File: src/rtl/dsi_fmt_pkg.sv
package dsi_fmt_pkg;

    localparam int BYTE_W  = 8;
    localparam int WC_W    = 16;
    localparam int DT_W    = 6;
    localparam int VC_W    = 2;
    localparam int HDR_N   = 4;
    localparam int HIDX_W  = $clog2(HDR_N);
    localparam int ECC_W   = 6;
    localparam int HWORD_W = 3 * BYTE_W;

    typedef enum logic [2:0] {
        ST_IDLE,
        ST_HDR,
        ST_PAY,
        ST_SUM_LO,
        ST_SUM_HI
    } fmt_state_e;

    typedef struct packed {
        logic [VC_W-1:0]   vc;
        logic [DT_W-1:0]   dt;
        logic [BYTE_W-1:0] p0;
        logic [BYTE_W-1:0] p1;
        logic [WC_W-1:0]   wc;
        logic              sum_en;
    } fmt_desc_t;

    // Long-packet data types: low nibble 9 (generic/DCS long writes)
    // or C/D/E (pixel streams); every other type is short.
    function automatic logic dt_is_long(input logic [DT_W-1:0] dt);
        logic r;
        case (dt[3:0])
            4'h9, 4'hC, 4'hD, 4'hE: r = 1'b1;
            default:                r = 1'b0;
        endcase
        return r;
    endfunction

endpackage

File: src/rtl/dsi_hdr_gen.sv
module dsi_hdr_gen
    import dsi_fmt_pkg::*;
(
    input  fmt_desc_t                    desc,
    output logic [HDR_N-1:0][BYTE_W-1:0] hdr,
    output logic                         is_long
);
    // Row masks of the Hamming parity equations, one per ECC bit.
    localparam logic [ECC_W-1:0][HWORD_W-1:0] ECC_ROW = {
        24'hEFFC00, 24'hDF03F0, 24'hB8E38E,
        24'h749A6D, 24'hF2555B, 24'hF12CB7
    };

    logic [HWORD_W-1:0] word;
    logic [ECC_W-1:0]   ecc;

    always_comb begin
        is_long = dt_is_long(desc.dt);
        hdr[0]  = {desc.vc, desc.dt};
        hdr[1]  = is_long ? desc.wc[BYTE_W-1:0]        : desc.p0;
        hdr[2]  = is_long ? desc.wc[WC_W-1:WC_W-BYTE_W] : desc.p1;
        word    = {hdr[2], hdr[1], hdr[0]};
        hdr[3]  = {{(BYTE_W-ECC_W){1'b0}}, ecc};
    end

    for (genvar k = 0; k < ECC_W; k++) begin : g_par
        assign ecc[k] = ^(word & ECC_ROW[k]);
    end

endmodule

File: src/rtl/dsi_crc16_acc.sv
module dsi_crc16_acc
    import dsi_fmt_pkg::*;
#(
    parameter int              CW       = 16,
    parameter logic [CW-1:0]   SEED     = '1,
    parameter logic [CW-1:0]   POLY_REF = 16'h8408
) (
    input  logic              clk,
    input  logic              rst_n,
    input  logic              clr,
    input  logic              upd,
    input  logic [BYTE_W-1:0] din,
    output logic [CW-1:0]     crc
);
    logic [CW-1:0] nxt;

    always_comb begin
        nxt = crc ^ {{(CW-BYTE_W){1'b0}}, din};
        for (int b = 0; b < BYTE_W; b++) begin
            nxt = nxt[0] ? ((nxt >> 1) ^ POLY_REF) : (nxt >> 1);
        end
    end

    always_ff @(posedge clk or negedge rst_n) begin
        if (!rst_n)      crc <= SEED;
        else if (clr)    crc <= SEED;
        else if (upd)    crc <= nxt;
    end

    // a new packet always starts the checksum from the seed
    p_seed_on_clr_r9: assert property (@(posedge clk) disable iff (!rst_n)
        clr |=> (crc == SEED));

endmodule

File: src/rtl/dsi_fmt_ctrl.sv
module dsi_fmt_ctrl
    import dsi_fmt_pkg::*;
(
    input  logic                         clk,
    input  logic                         rst_n,
    input  logic                         cmd_valid,
    output logic                         cmd_ready,
    input  fmt_desc_t                    desc_in,
    output fmt_desc_t                    desc_q,
    input  logic [HDR_N-1:0][BYTE_W-1:0] hdr,
    input  logic                         is_long,
    input  logic [WC_W-1:0]              crc,
    output logic                         crc_clr,
    output logic                         crc_upd,
    input  logic                         pl_valid,
    output logic                         pl_ready,
    input  logic [BYTE_W-1:0]            pl_data,
    output logic                         out_valid,
    input  logic                         out_ready,
    output logic [BYTE_W-1:0]            out_data,
    output logic                         out_last
);
    localparam logic [HIDX_W-1:0] HDR_END = HIDX_W'(HDR_N - 1);

    fmt_state_e        state_q, state_d;
    logic [HIDX_W-1:0] idx_q, idx_d;
    logic [WC_W-1:0]   rem_q, rem_d;
    fmt_desc_t         desc_d;
    logic              fire;

    // State register
    always_ff @(posedge clk or negedge rst_n) begin
        if (!rst_n) begin
            state_q <= ST_IDLE;
            idx_q   <= '0;
            rem_q   <= '0;
            desc_q  <= '0;
        end else begin
            state_q <= state_d;
            idx_q   <= idx_d;
            rem_q   <= rem_d;
            desc_q  <= desc_d;
        end
    end

    // Next state
    always_comb begin
        state_d = state_q;
        idx_d   = idx_q;
        rem_d   = rem_q;
        desc_d  = desc_q;
        unique case (state_q)
            ST_IDLE: begin
                if (cmd_valid) begin
                    desc_d  = desc_in;
                    idx_d   = '0;
                    state_d = ST_HDR;
                end
            end
            ST_HDR: begin
                if (fire) begin
                    if (idx_q == HDR_END) begin
                        if (!is_long)                state_d = ST_IDLE;
                        else if (desc_q.wc == '0)    state_d = ST_SUM_LO;
                        else begin
                            rem_d   = desc_q.wc;
                            state_d = ST_PAY;
                        end
                    end else begin
                        idx_d = idx_q + 1'b1;
                    end
                end
            end
            ST_PAY: begin
                if (fire) begin
                    rem_d = rem_q - 1'b1;
                    if (rem_q == WC_W'(1)) state_d = ST_SUM_LO;
                end
            end
            ST_SUM_LO: if (fire) state_d = ST_SUM_HI;
            ST_SUM_HI: if (fire) state_d = ST_IDLE;
            default:   state_d = ST_IDLE;
        endcase
    end

    // Outputs
    always_comb begin
        cmd_ready = 1'b0;
        pl_ready  = 1'b0;
        out_valid = 1'b0;
        out_data  = '0;
        out_last  = 1'b0;
        unique case (state_q)
            ST_IDLE: cmd_ready = 1'b1;
            ST_HDR: begin
                out_valid = 1'b1;
                out_data  = hdr[idx_q];
                out_last  = !is_long && (idx_q == HDR_END);
            end
            ST_PAY: begin
                out_valid = pl_valid;
                out_data  = pl_data;
                pl_ready  = out_ready;
            end
            ST_SUM_LO: begin
                out_valid = 1'b1;
                out_data  = desc_q.sum_en ? crc[BYTE_W-1:0] : '0;
            end
            ST_SUM_HI: begin
                out_valid = 1'b1;
                out_data  = desc_q.sum_en ? crc[WC_W-1:WC_W-BYTE_W] : '0;
                out_last  = 1'b1;
            end
            default: ;
        endcase
        fire    = out_valid && out_ready;
        crc_clr = cmd_ready && cmd_valid;
        crc_upd = (state_q == ST_PAY) && pl_valid && out_ready;
    end

    p_idle_quiet_r1: assert property (@(posedge clk) disable iff (!rst_n)
        cmd_ready |-> (!out_valid && !pl_ready));

    p_ecc_msb_r5: assert property (@(posedge clk) disable iff (!rst_n)
        (state_q == ST_HDR && idx_q == HDR_END) |-> (out_data[7:6] == 2'b00));

    p_pl_gate_r7: assert property (@(posedge clk) disable iff (!rst_n)
        (state_q != ST_PAY) |-> !pl_ready);

    p_trail_zero_r8: assert property (@(posedge clk) disable iff (!rst_n)
        ((state_q == ST_SUM_LO || state_q == ST_SUM_HI) && !desc_q.sum_en)
            |-> (out_data == '0));

    p_rem_live_r4: assert property (@(posedge clk) disable iff (!rst_n)
        (state_q == ST_PAY) |-> (rem_q != '0));

    p_hold_r11: assert property (@(posedge clk) disable iff (!rst_n)
        (out_valid && !out_ready && state_q != ST_PAY)
            |=> (out_valid && $stable(out_data) && $stable(out_last)));

    p_last_idle_r12: assert property (@(posedge clk) disable iff (!rst_n)
        (out_valid && out_ready && out_last) |=> cmd_ready);

endmodule

File: src/rtl/dsi_pkt_fmt.sv
module dsi_pkt_fmt
    import dsi_fmt_pkg::*;
#(
    parameter logic [WC_W-1:0] CRC_SEED = 16'hFFFF,
    parameter logic [WC_W-1:0] CRC_POLY = 16'h8408
) (
    input  logic              clk,
    input  logic              rst_n,
    input  logic              cmd_valid,
    output logic              cmd_ready,
    input  logic [VC_W-1:0]   cmd_vc,
    input  logic [DT_W-1:0]   cmd_dt,
    input  logic [BYTE_W-1:0] cmd_p0,
    input  logic [BYTE_W-1:0] cmd_p1,
    input  logic [WC_W-1:0]   cmd_wc,
    input  logic              cmd_sum_en,
    input  logic              pl_valid,
    output logic              pl_ready,
    input  logic [BYTE_W-1:0] pl_data,
    output logic              out_valid,
    input  logic              out_ready,
    output logic [BYTE_W-1:0] out_data,
    output logic              out_last
);
    fmt_desc_t                    desc_in, desc_q;
    logic [HDR_N-1:0][BYTE_W-1:0] hdr;
    logic                         is_long;
    logic [WC_W-1:0]              crc;
    logic                         crc_clr, crc_upd;

    always_comb begin
        desc_in.vc     = cmd_vc;
        desc_in.dt     = cmd_dt;
        desc_in.p0     = cmd_p0;
        desc_in.p1     = cmd_p1;
        desc_in.wc     = cmd_wc;
        desc_in.sum_en = cmd_sum_en;
    end

    dsi_hdr_gen u_hdr (
        .desc    (desc_q),
        .hdr     (hdr),
        .is_long (is_long)
    );

    dsi_crc16_acc #(
        .CW       (WC_W),
        .SEED     (CRC_SEED),
        .POLY_REF (CRC_POLY)
    ) u_crc (
        .clk   (clk),
        .rst_n (rst_n),
        .clr   (crc_clr),
        .upd   (crc_upd),
        .din   (pl_data),
        .crc   (crc)
    );

    dsi_fmt_ctrl u_ctrl (
        .clk       (clk),
        .rst_n     (rst_n),
        .cmd_valid (cmd_valid),
        .cmd_ready (cmd_ready),
        .desc_in   (desc_in),
        .desc_q    (desc_q),
        .hdr       (hdr),
        .is_long   (is_long),
        .crc       (crc),
        .crc_clr   (crc_clr),
        .crc_upd   (crc_upd),
        .pl_valid  (pl_valid),
        .pl_ready  (pl_ready),
        .pl_data   (pl_data),
        .out_valid (out_valid),
        .out_ready (out_ready),
        .out_data  (out_data),
        .out_last  (out_last)
    );

endmodule

File: config.mk
export PLATFORM = sky130hd
export DESIGN_NAME = dsi_pkt_fmt
export DESIGN_NICKNAME = d
export VERILOG_FILES = /design/src/rtl/dsi_fmt_pkg.sv /design/src/rtl/dsi_hdr_gen.sv /design/src/rtl/dsi_crc16_acc.sv /design/src/rtl/dsi_fmt_ctrl.sv /design/src/rtl/dsi_pkt_fmt.sv
export SDC_FILE = /design/constraint.sdc
export NUM_CORES = 1
export LEC_CHECK = 0
export ABC_CLOCK_PERIOD_IN_PS = 2500
export BUFFER_PORTS_ARGS = -buffer_cell sky130_fd_sc_hd__buf_2
export CAP_MARGIN = 20
export CORE_AREA = 4 4 104 145
export DETAILED_ROUTE_END_ITERATION = 7
export DIE_AREA = 0 0 108 149
export GPL_TIMING_DRIVEN = 0
export PLACE_DENSITY = 0.56
export SKIP_CTS_REPAIR_TIMING = 1
export SLEW_MARGIN = 15
export SYNTH_ARGS = -nofsm -noshare
export SYNTH_HDL_FRONTEND = slang
export SYNTH_SLANG_ARGS = --single-unit
File: constraint.sdc
create_clock -name clk -period 2.5 [get_ports clk]
set_clock_uncertainty 0.15 [all_clocks]
set_input_delay 0.25 -clock clk [delete_from_list [all_inputs] [get_ports clk]]
set_output_delay 0.25 -clock clk [all_outputs]
set_load 0.02 [all_outputs]
* Yosys cells after proc, flatten, opt, wreduce, memory -nomap -nowiden
Index checks and enable logic that the tools add are counted.
** Word-level totals
- Input port bits :: 54
- Logic and storage cells :: 107
- Register bits after elaboration :: 78
** Cells by class
- Add/sub/neg operators :: 2
- Multiplexer cells :: 42
- Reductions and logical operators :: 23
- Magnitude comparators :: 1
- Bitwise gates (word level) :: 9
- Equality and inequality tests :: 20
** Operators by type and width (count)
- 2-to-1 mux 16 bit :: 15
- XOR reduction 24 bit :: 6
- 2-to-1 mux 8 bit :: 5
- one-hot mux 16 bit (2 select lines) :: 1
- one-hot mux 8 bit (4 select lines) :: 1
- 2-to-1 mux 3 bit :: 8
- NOT 2 -> 3 bit :: 8
- binary-select mux 8 bit (select 2 bit) :: 1
- == test 16 x 1 -> 1 bit, second input constant :: 1
- == test 4 bit, second input constant :: 4
- logical NOT 16 bit :: 1
- subtractor 16 x 1 -> 16 bit, second input constant :: 1
- bitwise XOR 16 x 8 -> 16 bit :: 1
- one-hot mux 3 bit (5 select lines) :: 1
- != test 2 x 1 -> 1 bit, second input constant :: 7
- AND reduction 7 bit :: 1
- == test 3 x 2 -> 1 bit, second input constant :: 2
- 2-to-1 mux 2 bit :: 3
- != test 2 bit, second input constant :: 3
- AND reduction 6 bit :: 1
- nonzero test 2 bit :: 3
- logical AND 1 bit :: 5
- 2-to-1 mux 1 bit :: 4
- one-hot mux 1 bit (2 select lines) :: 2
- 12 further kinds :: 12

* Longest topological paths before layout
Gate-level depths: netlist of run 1.
- Depth in word-level cells :: 19
- Mapped depth :: 11
- Depth with buffers taken out :: 9

* Modules after synthesis
A second synthesis of run 1 with hierarchy kept.
** Second synthesis, totals
- Cells, all modules :: 513
- Area, all modules :: 5537.8 µm²
** By module, submodules not included
- dsi_fmt_ctrl :: times used 1, cells an instance 310, area an instance 3405.8 µm²
- dsi_hdr_gen :: times used 1, cells an instance 124, area an instance 1106.1 µm²
- dsi_crc16_acc :: times used 1, cells an instance 79, area an instance 1026.0 µm²

* Least setup slack after synthesis of run 1
No wires, ideal clock.
- Kind :: flip-flop to output port
- Start point :: register, netlist name u_ctrl.desc_q[33]
- End point :: output out_data[1]
- Stages on the path, launching flop included :: 10
- Arrival time :: 2.791 ns
- Setup slack :: -0.691 ns
- Cell sequence :: dfrtp_1 inv_1 ha_1 o21ai_1 nand2_2 buf_6 mux2i_1 xnor3_1 xnor2_1 o311ai_0
** Between the ends
- Cells in the longest elaborated chain, start to end :: 8
- Elaborated cells on any way between the ends :: 12
- Classes of those cells :: 4 x eq/ne; 6 x mux; 2 x reduce/logical
** RTL lines
- == test 4 bit :: line dsi_fmt_pkg.sv:33 : case (dt[3:0])
- OR reduction 4 bit :: line dsi_fmt_pkg.sv:33
- 2-to-1 mux 1 bit :: line dsi_fmt_pkg.sv:33
- 2-to-1 mux 8 bit, on equally long branches :: line dsi_hdr_gen.sv:20, dsi_hdr_gen.sv:21
- XOR reduction 24 bit :: line dsi_hdr_gen.sv:27 : assign ecc[k] = ^(word & ECC_ROW[k]);
- binary-select mux 8 bit (select 2 bit) * :: line dsi_fmt_ctrl.sv:97 : out_data = hdr[idx_q];
- 2-to-1 mux 8 bit (not written as such) * :: line dsi_fmt_ctrl.sv:97
- one-hot mux 8 bit (4 select lines) * :: line dsi_fmt_ctrl.sv:93 : unique case (state_q)
- to (decl) :: line dsi_pkt_fmt.sv:22 : output logic [BYTE_W-1:0] out_data,
Every way passes the cells marked *; elsewhere a longest branch is shown, timed or not. The select of a mux whose other input is x is not followed.

* Final worst setup path of run 1
- Start point :: register, netlist name u_ctrl.desc_q[35]
- End point :: output out_data[3]
** Between the ends
- Cells in the longest elaborated chain, start to end :: 8
- Elaborated cells on any way between the ends :: 12
- Classes of those cells :: 4 x eq/ne; 6 x mux; 2 x reduce/logical
** RTL lines (line)
- == test 4 bit :: dsi_fmt_pkg.sv:33
- OR reduction 4 bit :: dsi_fmt_pkg.sv:33
- 2-to-1 mux 1 bit :: dsi_fmt_pkg.sv:33
- 2-to-1 mux 8 bit, on equally long branches :: dsi_hdr_gen.sv:20, dsi_hdr_gen.sv:21
- XOR reduction 24 bit :: dsi_hdr_gen.sv:27
- binary-select mux 8 bit (select 2 bit) * :: dsi_fmt_ctrl.sv:97
- 2-to-1 mux 8 bit (not written as such) * :: dsi_fmt_ctrl.sv:97
- one-hot mux 8 bit (4 select lines) * :: dsi_fmt_ctrl.sv:93
Marked as above.

==> results.md, run 1 <==
- Final Power: between 0.01 and 0.015 W
- Largest family of logic cells by synthesized area: simple AND/OR/NAND/NOR gates
- Crit path DAT: 2.97 ns
- Total grt overflow: 0
- Final Hold Fails: 1
- Initial Utilization: 0.380
- Worst setup EP type: output pin
- Switching share of power: 0.456
- Reg2reg end: u_crc.crc[6]$_DFFE_PN1P_
- Synth Warn #: 0
- Clock sinks: 78
- Simple-Gate Fraction of Synth Area: 0.206
- P_sw: 0.00538 W
- Core box area: 0.0138 mm²
- Fin Hold WS: -0.0147 ns
- RSZ-0062 raised after global routing: yes
- Routed len/inst: 17.9 µm
- Power density over the cells: around 1600 mW/mm²
- GRT Util Overall: 0.208
- Total wire length: between 15,000 and 20,000 µm
- Clock Tree Buf Depth: 2
- R2R depth: 13
- Synthesized-area fraction occupied by adder cells: 0.0190
- Synth-to-layout area growth: 36.8%
- Top post-synthesis cells by area: dfrtp_1 30%, xnor2_1 11%, nand2_1 11%, dfstp_2 8.0%, o21ai_0 4.3%
- Max FO, Critical Path: 4
- Chip width: about 110 µm
- Mapped Cells: 633
- Worst min path class: in -> reg
- Unique cell type count in the Yosys netlist: 56
- Placer congestion estimate: 0.890
- Clk_lat worst skew: 0.35 ns
- H-tree levels: 3
- CTS tree: built
- Iteration-0 DRC Markers: between 200 and 250
- Min-Delay Endpoint: u_ctrl.desc_q[15]$_DFFE_PN0P_
- ANT nets after route: 0
- FF+latch count, synth: between 70 and 80
- Post-synthesis xor/xnor area fraction: 0.162
- Syn Nets: around 700
- R2R Setup Slk: 0.04 ns
- Combinational group share of total power: 0.672
- Slew HR: 0.585
- Num rows: 51
- Sequential Power Share: 0.208
- Worst Max-Slew Pin Slew: 0.622 ns
- Clk pwr share: 0.120
- Worst hold path cell count: 3
- Antenna fix cells: 0
- Avg Vias per Cell: 5.30
- Vias in the first global route: 4,925
- Clk slew on worst S/H paths: 0.06 ns
- Avg Cell Area, Syn: between 8 and 9 µm²
- CP Launch Type: flop
- Reg-to-Reg Start: u_ctrl.desc_q[35]$_DFFE_PN0P_
- Tcrit/Tclk final: 1.35
- Layout cells sized above 1: 0.258
- P_leak: roughly 3.1 nW
- Biggest area consumer among synthesized cells: dfrtp_1
- Post-synth top area share: 0.295
- Hpwl dp: 12,300 µm
- DRT Pass-1 Iters: 5
- First-pass GRT wire length: 25,700 µm
- CTS buffer count: 9
- Top Ports: 66
- CP Data Required Time: 2.10 ns
- Slew Limit Fails: 0
- Failing checks: hold timing, setup timing
- DR vias: between 5k and 6k
- VDD IR max: 754 µV
- Full die area: 0.0161 mm²
- Final core utilization: 0.520
- Initial antenna violation count: 0
- Internal power: 0.00642 W
- Number of enable flip-flop cells after synthesis: 0
- Setup Viol. Count Final: 9
- Final nets: 829
- Clock root cell: clkbuf_16
- Post-synth top flop: dfrtp_1
- I/O Buffers: 64
- DRC: 0
- Compound-Gate Fraction of Synth Area: 0.154
- Worst setup path category: reg -> out
- Min-delay src: cmd_wc[14]
- Die H: between 100 and 150 µm
- Setup crit start: u_ctrl.desc_q[35]$_DFFE_PN0P_
- Pin count of the biggest net entering global routing: 50
- Final WS setup: -0.871 ns
- Fill cell count: 1,333
- Synth Cell Area: 0.00526 mm²
- Mux cell area share after synthesis: 0.0450
- Max Cap Viol: 0
- Seq/Total Area, Yosys: 0.375
- Async set-or-reset flop fraction in the synthesized netlist: 1.00
- Run status: finished with violations
- Final min period: 3.37 ns
- Timing-limited maximum frequency: 297 MHz
==> cell families after synthesis <==
family          after synthesis
compound gates              131
flops                        78
buf+inv                      50
fa+ha+maj                     8
xor+xnor                     90
simple gates                255
mux                          21
==> power groups by stage <==
stage	clock [W]	sequential (W)	combinational, W
after global placement	0	0.00242	0.00659
after detailed placement	0	0.00242	0.00669
final	0.00142	0.00246	0.00793
after global routing	0.00150	0.00251	0.00848
after floorplan	0	0.00218	0.00527
after CTS	0.00144	0.00241	0.00672
==> area by class of cell <==
type                            count  area, µm²  area share
Multi-Input combinational cell    505       3430       0.477
Sequential cell                    78       1980       0.275
Timing Repair Buffer              124        950       0.132
Clock buffer                       15        322      0.0447
Buffer                             40        244      0.0339
Tap cell                          185        231      0.0322
Inverter                            9       36.3     0.00504
Clock inverter                      1       5.00    0.000696
==> metrics by stage <==
step	instance area [µm²]	setup WS [ns]	cells	setup TNS (ns)
6_report	7190	-0.871	957	-4.77
5_1_grt	7190	-0.987	957	-5.89
4_1_cts	6260	-0.937	900	-12.35
3_5_place_dp	5930	-0.559	884	-7.82
3_3_place_gp	5900	-0.575	882	-8.25
2_1_floorplan	5340	-0.133	633	-0.227
==> sequential cells by signal, summed over array words and instances (netlist names) <==
name and cells:
u_ctrl.state_q 3, u_ctrl.rem_q 16, u_crc.crc 16, u_ctrl.idx_q 2
u_ctrl.desc_q 41
==> Yosys cell counts (6+ instances only) <==
library cell	number
a21oi_1	39
a22o_1	8
a22oi_1	8
buf_2	6
clkbuf_1	28
dfrtp_1	62
dfstp_2	16
ha_1	8
inv_1	9
mux2i_1	15
nand2_1	151
nand3_1	13
nor2_1	44
nor3_1	19
nor4_1	7
o21ai_0	45
xnor2_1	66
xor2_1	19
==> per-layer routing <==
metal  share of wire  routed length (µm)  global-route usage
met1            0.41                7070               0.253
met2            0.52                8820               0.358
met3           0.035                 595              0.0333
met4           0.036                 621              0.0973
met5               0                   0                   0
==> critical path, cell delays in order (launching register included) <==
cell and delay (ns):
dfrtp_1 0.41, buf_6 0.13, ha_4 0.17, o21ai_4 0.16, nand2_4 0.11, mux2i_1 0.33, xnor2_1 0.17, xnor3_1 0.46
mux2_4 0.34, o21ai_4 0.15, buf_2 0.18
==> worst max-delay path by stage <==
stage	end	slack, ns	cells past startpoint
3_3_place_gp	out_data[1]	-0.58	10
4_1_cts	out_data[1]	-0.94	10
5_1_grt	out_data[3]	-0.99	10
6_report	out_data[3]	-0.87	10
3_5_place_dp	out_data[1]	-0.56	10
2_1_floorplan	out_data[3]	-0.13	9
==> cells in the final DEF (no fill, tap or decap), drive strengths merged, types with 9 or more instances in the layout <==
| cell | netlist | layout |
|---|---|---|
| a21oi | 39 | 39 |
| buf | 11 | 94 |
| clkbuf | 30 | 44 |
| dfrtp | 62 | 62 |
| dfstp | 16 | 16 |
| dlygate4sd3 | 0 | 41 |
| inv | 9 | 9 |
| mux2i | 16 | 16 |
| nand2 | 152 | 152 |
| nand3 | 13 | 13 |
| nor2 | 44 | 44 |
| nor3 | 20 | 20 |
| o21ai | 49 | 49 |
| xnor2 | 67 | 67 |
| xor2 | 19 | 19 |
Note: power is estimated with default switching activity, not from simulation.
==> inputs of run 2 (changes only) <==
--- a/config.mk
+++ b/config.mk
@@ -11,7 +11,7 @@
 export CORE_AREA = 4 4 104 145
 export DETAILED_ROUTE_END_ITERATION = 7
 export DIE_AREA = 0 0 108 149
-export GPL_TIMING_DRIVEN = 0
+export GPL_TIMING_DRIVEN = 1
 export PLACE_DENSITY = 0.56
 export SKIP_CTS_REPAIR_TIMING = 1
 export SLEW_MARGIN = 15
==> run 2 against run 1 <==
Effect of this change: critical endpoint unchanged; clock power decreased by 4%; global-route usage increased by 0.56 points; register-to-register slack about the same; the flow still finishes with violations (hold timing, setup timing); highest routed layer unchanged; sequential share of layout area decreased by 0.35 points; setup slack improved by 0.21 ns; die area unchanged.
==> results.md, run 2 (synthesized netlist as in run 1, its figures left out) <==
- Run status: finished with violations (unchanged)
- Failing checks: hold timing, setup timing (unchanged)
- I/O Buffers: 65 (was 64)
- Setup Viol. Count Final: 9 (unchanged)
- Pre-CTS WS: -0.380 ns (was -0.559 ns)
- DR vias: 5,158 (was 5,073)
- Worst Max-Slew Pin Slew: 0.870 ns (was 0.622 ns)
- Crit path DAT: 2.76 ns (was 2.97 ns)
- Layout cells sized above 1: 0.282 (was 0.258)
- Iteration-0 DRC Markers: 243 (was 248)
- Largest register by flop count: u_ctrl.desc_q (unchanged)
- Clk_lat worst skew: 0.34 ns (was 0.35 ns)
- Num rows: 51 (unchanged)
- VDD IR max: 881 µV (was 754 µV)
- Max Cap Viol: 0 (unchanged)
- Total wire length: 17,500 µm (was 17,100 µm)
- Fin Setup TNS: -3.31 ns (was -4.77 ns)
- Hpwl dp: 12,600 µm (was 12,300 µm)
- CTS buffer count: 9 (unchanged)
- Tcrit/Tclk final: 1.26 (was 1.35)
- Initial Utilization: 0.380 (unchanged)
- Full die area: 0.0161 mm² (unchanged)
- Delay-heaviest family, CP: XOR/XNOR gates (was multiplexers)
- CP Data Required Time: 2.10 ns (about the same)
- Worst setup path category: reg -> out (unchanged)
- P_leak: 3.22 nW (was 3.08 nW)
- Die H: 149 µm (unchanged)
- First-pass GRT wire length: 26,700 µm (was 25,700 µm)
- Pin count of the biggest net entering global routing: 65 (was 50)
- CTS tree: built (unchanged)
- Initial antenna violation count: 0 (unchanged)
- Clk slew on worst S/H paths: 0.06 ns (about the same)
- Chip width: 108 µm (unchanged)
- GRT Util Overall: 0.214 (was 0.208)
- Final Power: 0.0123 W (was 0.0118 W)
- Worst setup EP type: output pin (unchanged)
- Leading cell type in the layout, fill and taps excluded: nand2_1 (unchanged)
- Routed len/inst: 17.8 µm (was 17.9 µm)
- Top Ports: 66 (unchanged)
- Final WS setup: -0.657 ns (was -0.871 ns)
- WP buf/inv: 2 (unchanged)
- R2R depth: 12 (was 13)
- Final nets: 855 (was 829)
- Placer congestion estimate: 0.880 (was 0.890)
- H-tree levels: 3 (unchanged)
- Clock root cell: clkbuf_16 (unchanged)
- Clock Tree Buf Depth: 2 (unchanged)
- Min-Delay Endpoint: u_ctrl.desc_q[16]$_DFFE_PN0P_ (was u_ctrl.desc_q[15]$_DFFE_PN0P_)
- Worst hold path cell count: 3 (unchanged)
- Inst Count DP: 915 (was 884)
- DRC: 0 (unchanged)
- CP Launch Type: flop (unchanged)
- Antenna fix cells: 0 (unchanged)
- Min-delay src: cmd_wc[15] (was cmd_wc[14])
- Largest regs: u_ctrl.desc_q (41), u_crc.crc (16), u_ctrl.rem_q (16) (unchanged)
- Clock sinks: 78 (unchanged)
- ANT nets after route: 0 (unchanged)
- CP cell instances: inv_2 -> ha_4 -> o21ai_4 -> nand2_4 -> mux2i_1 -> xnor2_1 -> xnor3_1 -> mux2_4 -> o21ai_4 -> buf_6 (was buf_6 -> ha_4 -> o21ai_4 -> nand2_4 -> mux2i_1 -> xnor2_1 -> xnor3_1 -> mux2_4 -> o21ai_4 -> buf_2)
- CP max-delay cell: xnor3_1 (unchanged)
- Core box area: 0.0138 mm² (unchanged)
- RSZ-0062 raised after global routing: yes (unchanged)
- Top cell by count, worst path: o21ai_4 (unchanged)
- Slew HR: 0.420 (was 0.585)
- DRT Pass-1 Iters: 5 (unchanged)
- Worst min path class: in -> reg (unchanged)
- Fin Hold WS: -0.00788 ns (was -0.0147 ns)
- Final Hold Fails: 2 (was 1)
- Max FO, Critical Path: 5 (was 4)
- Reg-to-Reg Start: u_ctrl.desc_q[34]$_DFFE_PN0P_ (was u_ctrl.desc_q[35]$_DFFE_PN0P_)
- Reg2reg end: u_ctrl.rem_q[10]$_DFFE_PN0P_ (was u_crc.crc[6]$_DFFE_PN1P_)
- Final min period: 3.16 ns (was 3.37 ns)
- R2R Setup Slk: 0.03 ns (was 0.04 ns)
- Slew Limit Fails: 0 (unchanged)
- Final core utilization: 0.525 (was 0.520)
- Max incr delay on CP: 0.50 ns (was 0.46 ns)
- Most frequent cells in the layout: 151 x nand2_1, 86 x buf_4, 64 x xnor2_1, 61 x dfrtp_1, 55 x buf_2 (was 150 x nand2_1, 63 x xnor2_1, 61 x buf_2, 58 x dfrtp_1)
- Power density over the cells: 1700 mW/mm² (was 1640 mW/mm²)
- Total grt overflow: 0 (unchanged)
- Final std cells w/o fill: 983 (was 957)
- Largest register FFs: 41 (unchanged)
- Vias in the first global route: 5,028 (was 4,925)
- Synth-to-layout area growth: 38.4% (was 36.8%)
- Timing-limited maximum frequency: 317 MHz (was 297 MHz)
- Avg Vias per Cell: 5.25 (was 5.30)
run 2: how the worst max path moves through the flow:
stage / from / endpoint / slack, ns / cells after the start
6_report: u_ctrl.desc_q[34]$_DFFE_PN0P_ / out_data[3] / -0.66 / 10
5_1_grt: u_ctrl.desc_q[34]$_DFFE_PN0P_ / out_data[3] / -0.72 / 10
4_1_cts: u_ctrl.desc_q[34]$_DFFE_PN0P_ / out_data[3] / -0.75 / 10
3_5_place_dp: u_ctrl.desc_q[34]$_DFFE_PN0P_ / out_data[3] / -0.38 / 10
3_3_place_gp: u_ctrl.desc_q[34]$_DFFE_PN0P_ / out_data[3] / -0.30 / 10
2_1_floorplan: u_ctrl.desc_q[34]$_DFFE_PN0P_ / out_data[3] / -0.13 / 9
run 2: per-stage QoR:
step / cell area, µm² / hold slack, ns
2_1_floorplan: 5340 / -0.196
3_3_place_gp: 6280 / 0.268
3_5_place_dp: 6280 / 0.281
4_1_cts: 6590 / -0.0928
5_1_grt: 7270 / 0.00551
6_report: 7270 / -0.00788
run 2: worst register-to-register path, delay by kind of cell, from the launching register on:
family / cells / cell delay (ns)
AND/OR/NAND/NOR: 2 / 0.29
flip-flops: 1 / 0.42
buffers and inverters: 5 / 0.72
AO/OA/AOI/OAI: 4 / 0.61
adder cells (fa/ha/maj): 1 / 0.17
run 2: routing by layer:
layer | wire length (µm) | up-vias | GRT usage | share of wire
li1 | - | 2482 | - | -
met1 | 7160 | 2513 | 0.266 | 0.41
met2 | 9110 | 131 | 0.371 | 0.52
met3 | 665 | 32 | 0.0307 | 0.038
met4 | 583 | 0 | 0.0840 | 0.033
met5 | 0 | - | 0 | 0
run 2: cell type report:
type	count	area [µm²]
clock buffers	10	239
clock inverters	6	68.8
fillers	1349	6570
inverters	9	33.8
multi-input cells	505	3290
flip-flops and latches	78	1970
well taps	185	231
repair buffers	190	1440
run 2: where the power goes:
| group | total, W | switching, W | internal (W) |
|---|---|---|---|
| clock | 0.00137 | 0.000560 | 0.000806 |
| sequential | 0.00241 | 0.000639 | 0.00177 |
| combinational | 0.00857 | 0.00431 | 0.00426 |
| total | 0.0123 | 0.00551 | 0.00683 |
==> inputs of run 3 (changes only) <==
--- a/config.mk
+++ b/config.mk
@@ -5,12 +5,13 @@
 export SDC_FILE = /design/constraint.sdc
 export NUM_CORES = 1
 export LEC_CHECK = 0
+export ABC_AREA = 1
 export ABC_CLOCK_PERIOD_IN_PS = 2500
 export BUFFER_PORTS_ARGS = -buffer_cell sky130_fd_sc_hd__buf_2
 export CAP_MARGIN = 20
-export CORE_AREA = 4 4 104 145
+export CORE_AREA = 4 4 107 149
 export DETAILED_ROUTE_END_ITERATION = 7
-export DIE_AREA = 0 0 108 149
+export DIE_AREA = 0 0 111 153
 export GPL_TIMING_DRIVEN = 1
 export PLACE_DENSITY = 0.56
 export SKIP_CTS_REPAIR_TIMING = 1
==> run 3 against run 2 <==
Effect of this change: via count rose by 14%; the flow still finishes with violations (hold timing, setup timing); worst hold slack lost 0.026 ns; sequential share of layout area decreased by 1.5 points.
==> results.md, run 3 <==
- Post-synth top flop: dfrtp_1 (unchanged)
- Total grt overflow: 0 (unchanged)
- Initial Utilization: 0.386 (was 0.380)
- Commonest cells in the netlist: 270 x nand2_1, 112 x inv_1, 75 x o21ai_0 (was 151 x nand2_1, 66 x xnor2_1, 62 x dfrtp_1)
- Top cell by count, worst path: nand2_2 (was o21ai_4)
- CP Data Required Time: 2.10 ns (about the same)
- Top Ports: 66 (unchanged)
- Die H: 153 µm (was 149 µm)
- Final WS setup: -0.676 ns (was -0.657 ns)
- RSZ-0062 raised after global routing: yes (unchanged)
- CTS buffer count: 9 (unchanged)
- GRT Util Overall: 0.206 (was 0.214)
- Max FO, Critical Path: 7 (was 5)
- Total wire length: 18,200 µm (was 17,500 µm)
- Final nets: 1,031 (was 855)
- Worst min path class: in -> reg (unchanged)
- Seq/Total Area, Yosys: 0.352 (was 0.375)
- DRC: 0 (unchanged)
- Run status: finished with violations (unchanged)
- Num rows: 52 (was 51)
- Layout cells sized above 1: 0.305 (was 0.282)
- Setup Viol. Count Final: 8 (was 9)
- Full die area: 0.0170 mm² (was 0.0161 mm²)
- Hpwl dp: 13,500 µm (was 12,600 µm)
- Synth Cell Area: 0.00560 mm² (was 0.00526 mm²)
- Inst Count DP: 1,113 (was 915)
- Syn Nets: 899 (was 695)
- ANT nets after route: 0 (unchanged)
- Crit path DAT: 2.78 ns (was 2.76 ns)
- Unique cell type count in the Yosys netlist: 38 (was 56)
- Largest register FFs: 41 (unchanged)
- Worst setup path category: reg -> out (unchanged)
- Clock Tree Buf Depth: 2 (unchanged)
- Synth Warn #: 0 (unchanged)
- Clk slew on worst S/H paths: 0.06 ns (about the same)
- Top post-synthesis cells by area: dfrtp_1 28%, nand2_1 18%, dfstp_2 7.5%, inv_1 7.5%, o21ai_0 6.7% (was dfrtp_1 30%, xnor2_1 11%, nand2_1 11%, dfstp_2 8.0%, o21ai_0 4.3%)
- Slew Limit Fails: 0 (unchanged)
- First-pass GRT wire length: 28,200 µm (was 26,700 µm)
- Worst Max-Slew Pin Slew: 0.532 ns (was 0.870 ns)
- Largest register by flop count: u_ctrl.desc_q (unchanged)
- Max Cap Viol: 0 (unchanged)
- CTS tree: built (unchanged)
- Vias in the first global route: 5,699 (was 5,028)
- Worst setup EP type: output pin (unchanged)
- Antenna fix cells: 0 (unchanged)
- I/O Buffers: 65 (unchanged)
- Post-synth top area share: 0.277 (was 0.295)
- Final Hold Fails: 12 (was 2)
- Iteration-0 DRC Markers: 209 (was 243)
- Placer congestion estimate: 0.967 (was 0.880)
- CP cell instances: inv_2 -> ha_4 -> nor2_4 -> nand2_4 -> nand2_8 -> buf_12 -> buf_12 -> nand2_4 -> nand2_4 -> nand2_2 -> nand2_2 -> inv_1 -> nand3_2 -> nand2_1 -> nand2_1 -> nand3_1 -> nand2_1 -> nand3_2 -> nand2_2 -> nand2_2 -> buf_6 (was inv_2 -> ha_4 -> o21ai_4 -> nand2_4 -> mux2i_1 -> xnor2_1 -> xnor3_1 -> mux2_4 -> o21ai_4 -> buf_6)
- Avg Cell Area, Syn: 6.69 µm² (was 8.31 µm²)
- DRT Pass-1 Iters: 5 (unchanged)
- Most frequent cells in the layout: 210 x nand2_1, 106 x inv_1, 72 x o21ai_0, 62 x dfrtp_1, 61 x nand2_2 (was 151 x nand2_1, 86 x buf_4, 64 x xnor2_1, 61 x dfrtp_1, 55 x buf_2)
- Biggest area consumer among synthesized cells: dfrtp_1 (unchanged)
- Avg Vias per Cell: 5.03 (was 5.25)
- DR vias: 5,855 (was 5,158)
- Timing-limited maximum frequency: 315 MHz (was 317 MHz)
- H-tree levels: 3 (unchanged)
- Mapped Cells: 837 (was 633)
- Tcrit/Tclk final: 1.27 (was 1.26)
- CP max-delay cell: dfrtp_1 (was xnor3_1)
- Clock root cell: clkbuf_16 (unchanged)
- Final min period: 3.18 ns (was 3.16 ns)
- Largest regs: u_ctrl.desc_q (41), u_crc.crc (16), u_ctrl.rem_q (16) (unchanged)
- Async set-or-reset flop fraction in the synthesized netlist: 1.00 (unchanged)
- Core box area: 0.0145 mm² (was 0.0138 mm²)
- Fin Hold WS: -0.0340 ns (was -0.00788 ns)
- Clock sinks: 78 (unchanged)
- Chip width: 111 µm (was 108 µm)
- Final std cells w/o fill: 1,163 (was 983)
- FF+latch count, synth: 78 (unchanged)
- Initial antenna violation count: 0 (unchanged)
- Max incr delay on CP: 0.42 ns (was 0.50 ns)
- Failing checks: hold timing, setup timing (unchanged)
- Leading cell type in the layout, fill and taps excluded: nand2_1 (unchanged)
- Number of enable flip-flop cells after synthesis: 0 (unchanged)
- Synth-to-layout area growth: 37.6% (was 38.4%)
- CP Launch Type: flop (unchanged)
- Count leader, synth: nand2_1 (unchanged)
- Pin count of the biggest net entering global routing: 45 (was 65)
- Slew HR: 0.645 (was 0.420)
- Routed len/inst: 15.7 µm (was 17.8 µm)
- Clk_lat worst skew: 0.34 ns (about the same)
==> run 3: cell count changes after synthesis, sizes merged, moves of 6 or more <==
cell | previous run | this run
buf | 11 | 20
o22ai | 1 | 16
nor3 | 20 | 11
inv | 9 | 117
xnor2 | 67 | 15
o221ai | 1 | 7
mux2i | 16 | 0
o21ai | 49 | 86
nand2 | 152 | 288
clkbuf | 30 | 13
a22o | 8 | 1
a21oi | 39 | 17
nand3 | 13 | 70
==> run 3: path summary, 6_finish.rpt <==
path | startpoint | to | slack (ns) | cells past startpoint
min reg2reg | u_crc.crc[6]$_DFFE_PN1P_ | u_crc.crc[6]$_DFFE_PN1P_ | 0.35 | 2
max reg2reg | u_ctrl.desc_q[33]$_DFFE_PN0P_ | u_ctrl.rem_q[12]$_DFFE_PN0P_ | 0.09 | 17
max | u_ctrl.desc_q[33]$_DFFE_PN0P_ | out_data[1] | -0.68 | 21
min | cmd_dt[1] | u_ctrl.desc_q[34]$_DFFE_PN0P_ | -0.03 | 3
max in group asynchronous | rst_n | u_crc.crc[0]$_DFFE_PN1P_ | 1.20 | 3
min in group asynchronous | rst_n | u_ctrl.rem_q[7]$_DFFE_PN0P_ | 0.27 | 2
==> run 3: worst max-delay path: cells and delay by family (launching register included) <==
family	cells	cell delay, ns
buffers and inverters	5	0.55
and+or+nand+nor	15	1.27
adders and majority gates	1	0.17
DFF	1	0.42
==> run 3: cell families (layout without fill, tap and decap cells) <==
| family | count (synthesis) | in the layout | synth area share |
|---|---|---|---|
| DFF | 78 | 78 | 0.352 |
| and+or+nand+nor | 425 | 425 | 0.322 |
| adders and majority gates | 8 | 8 | 0.0179 |
| xor gates and xnor gates | 32 | 32 | 0.0501 |
| buffers and inverters | 150 | 287 | 0.111 |
| AOI/OAI and AO/OA | 144 | 144 | 0.147 |
==> run 3: final cells by class <==
class                      count  area [µm²]
clock buffer                  10         229
tap                          189         236
multi-input combinational    609        3480
clock inverter                 6        86.3
fill                        1465        6810
sequential                    78        1970
timing repair buffer         154        1260
inverter                     117         442
==> run 3: metal layers <==
metal	up-vias	track usage	part of all wire
met5	-	0	0
met4	0	0.0910	0.047
met1	2730	0.251	0.42
met3	46	0.0273	0.027
met2	121	0.360	0.51
li1	2958	-	-
==> run 3: stage by stage <==
step           area (µm²)  TNS (ns)  utilization  setup WS, ns  hold slack, ns
2_1_floorplan        5600         0            -         0.125          -0.196
3_3_place_gp         6470     -1.44        0.446        -0.281           0.103
3_5_place_dp         6470     -1.57        0.446        -0.298           0.109
4_1_cts              6790     -4.65        0.468        -0.684          -0.251
5_1_grt              7700     -6.27        0.531        -0.822         0.00140
6_report             7700     -4.78        0.531        -0.676         -0.0340
Power of run 3 is left out: the tool's default activity adds up to more than one toggle a clock period on the data nets, which glitch-free logic cannot reach.
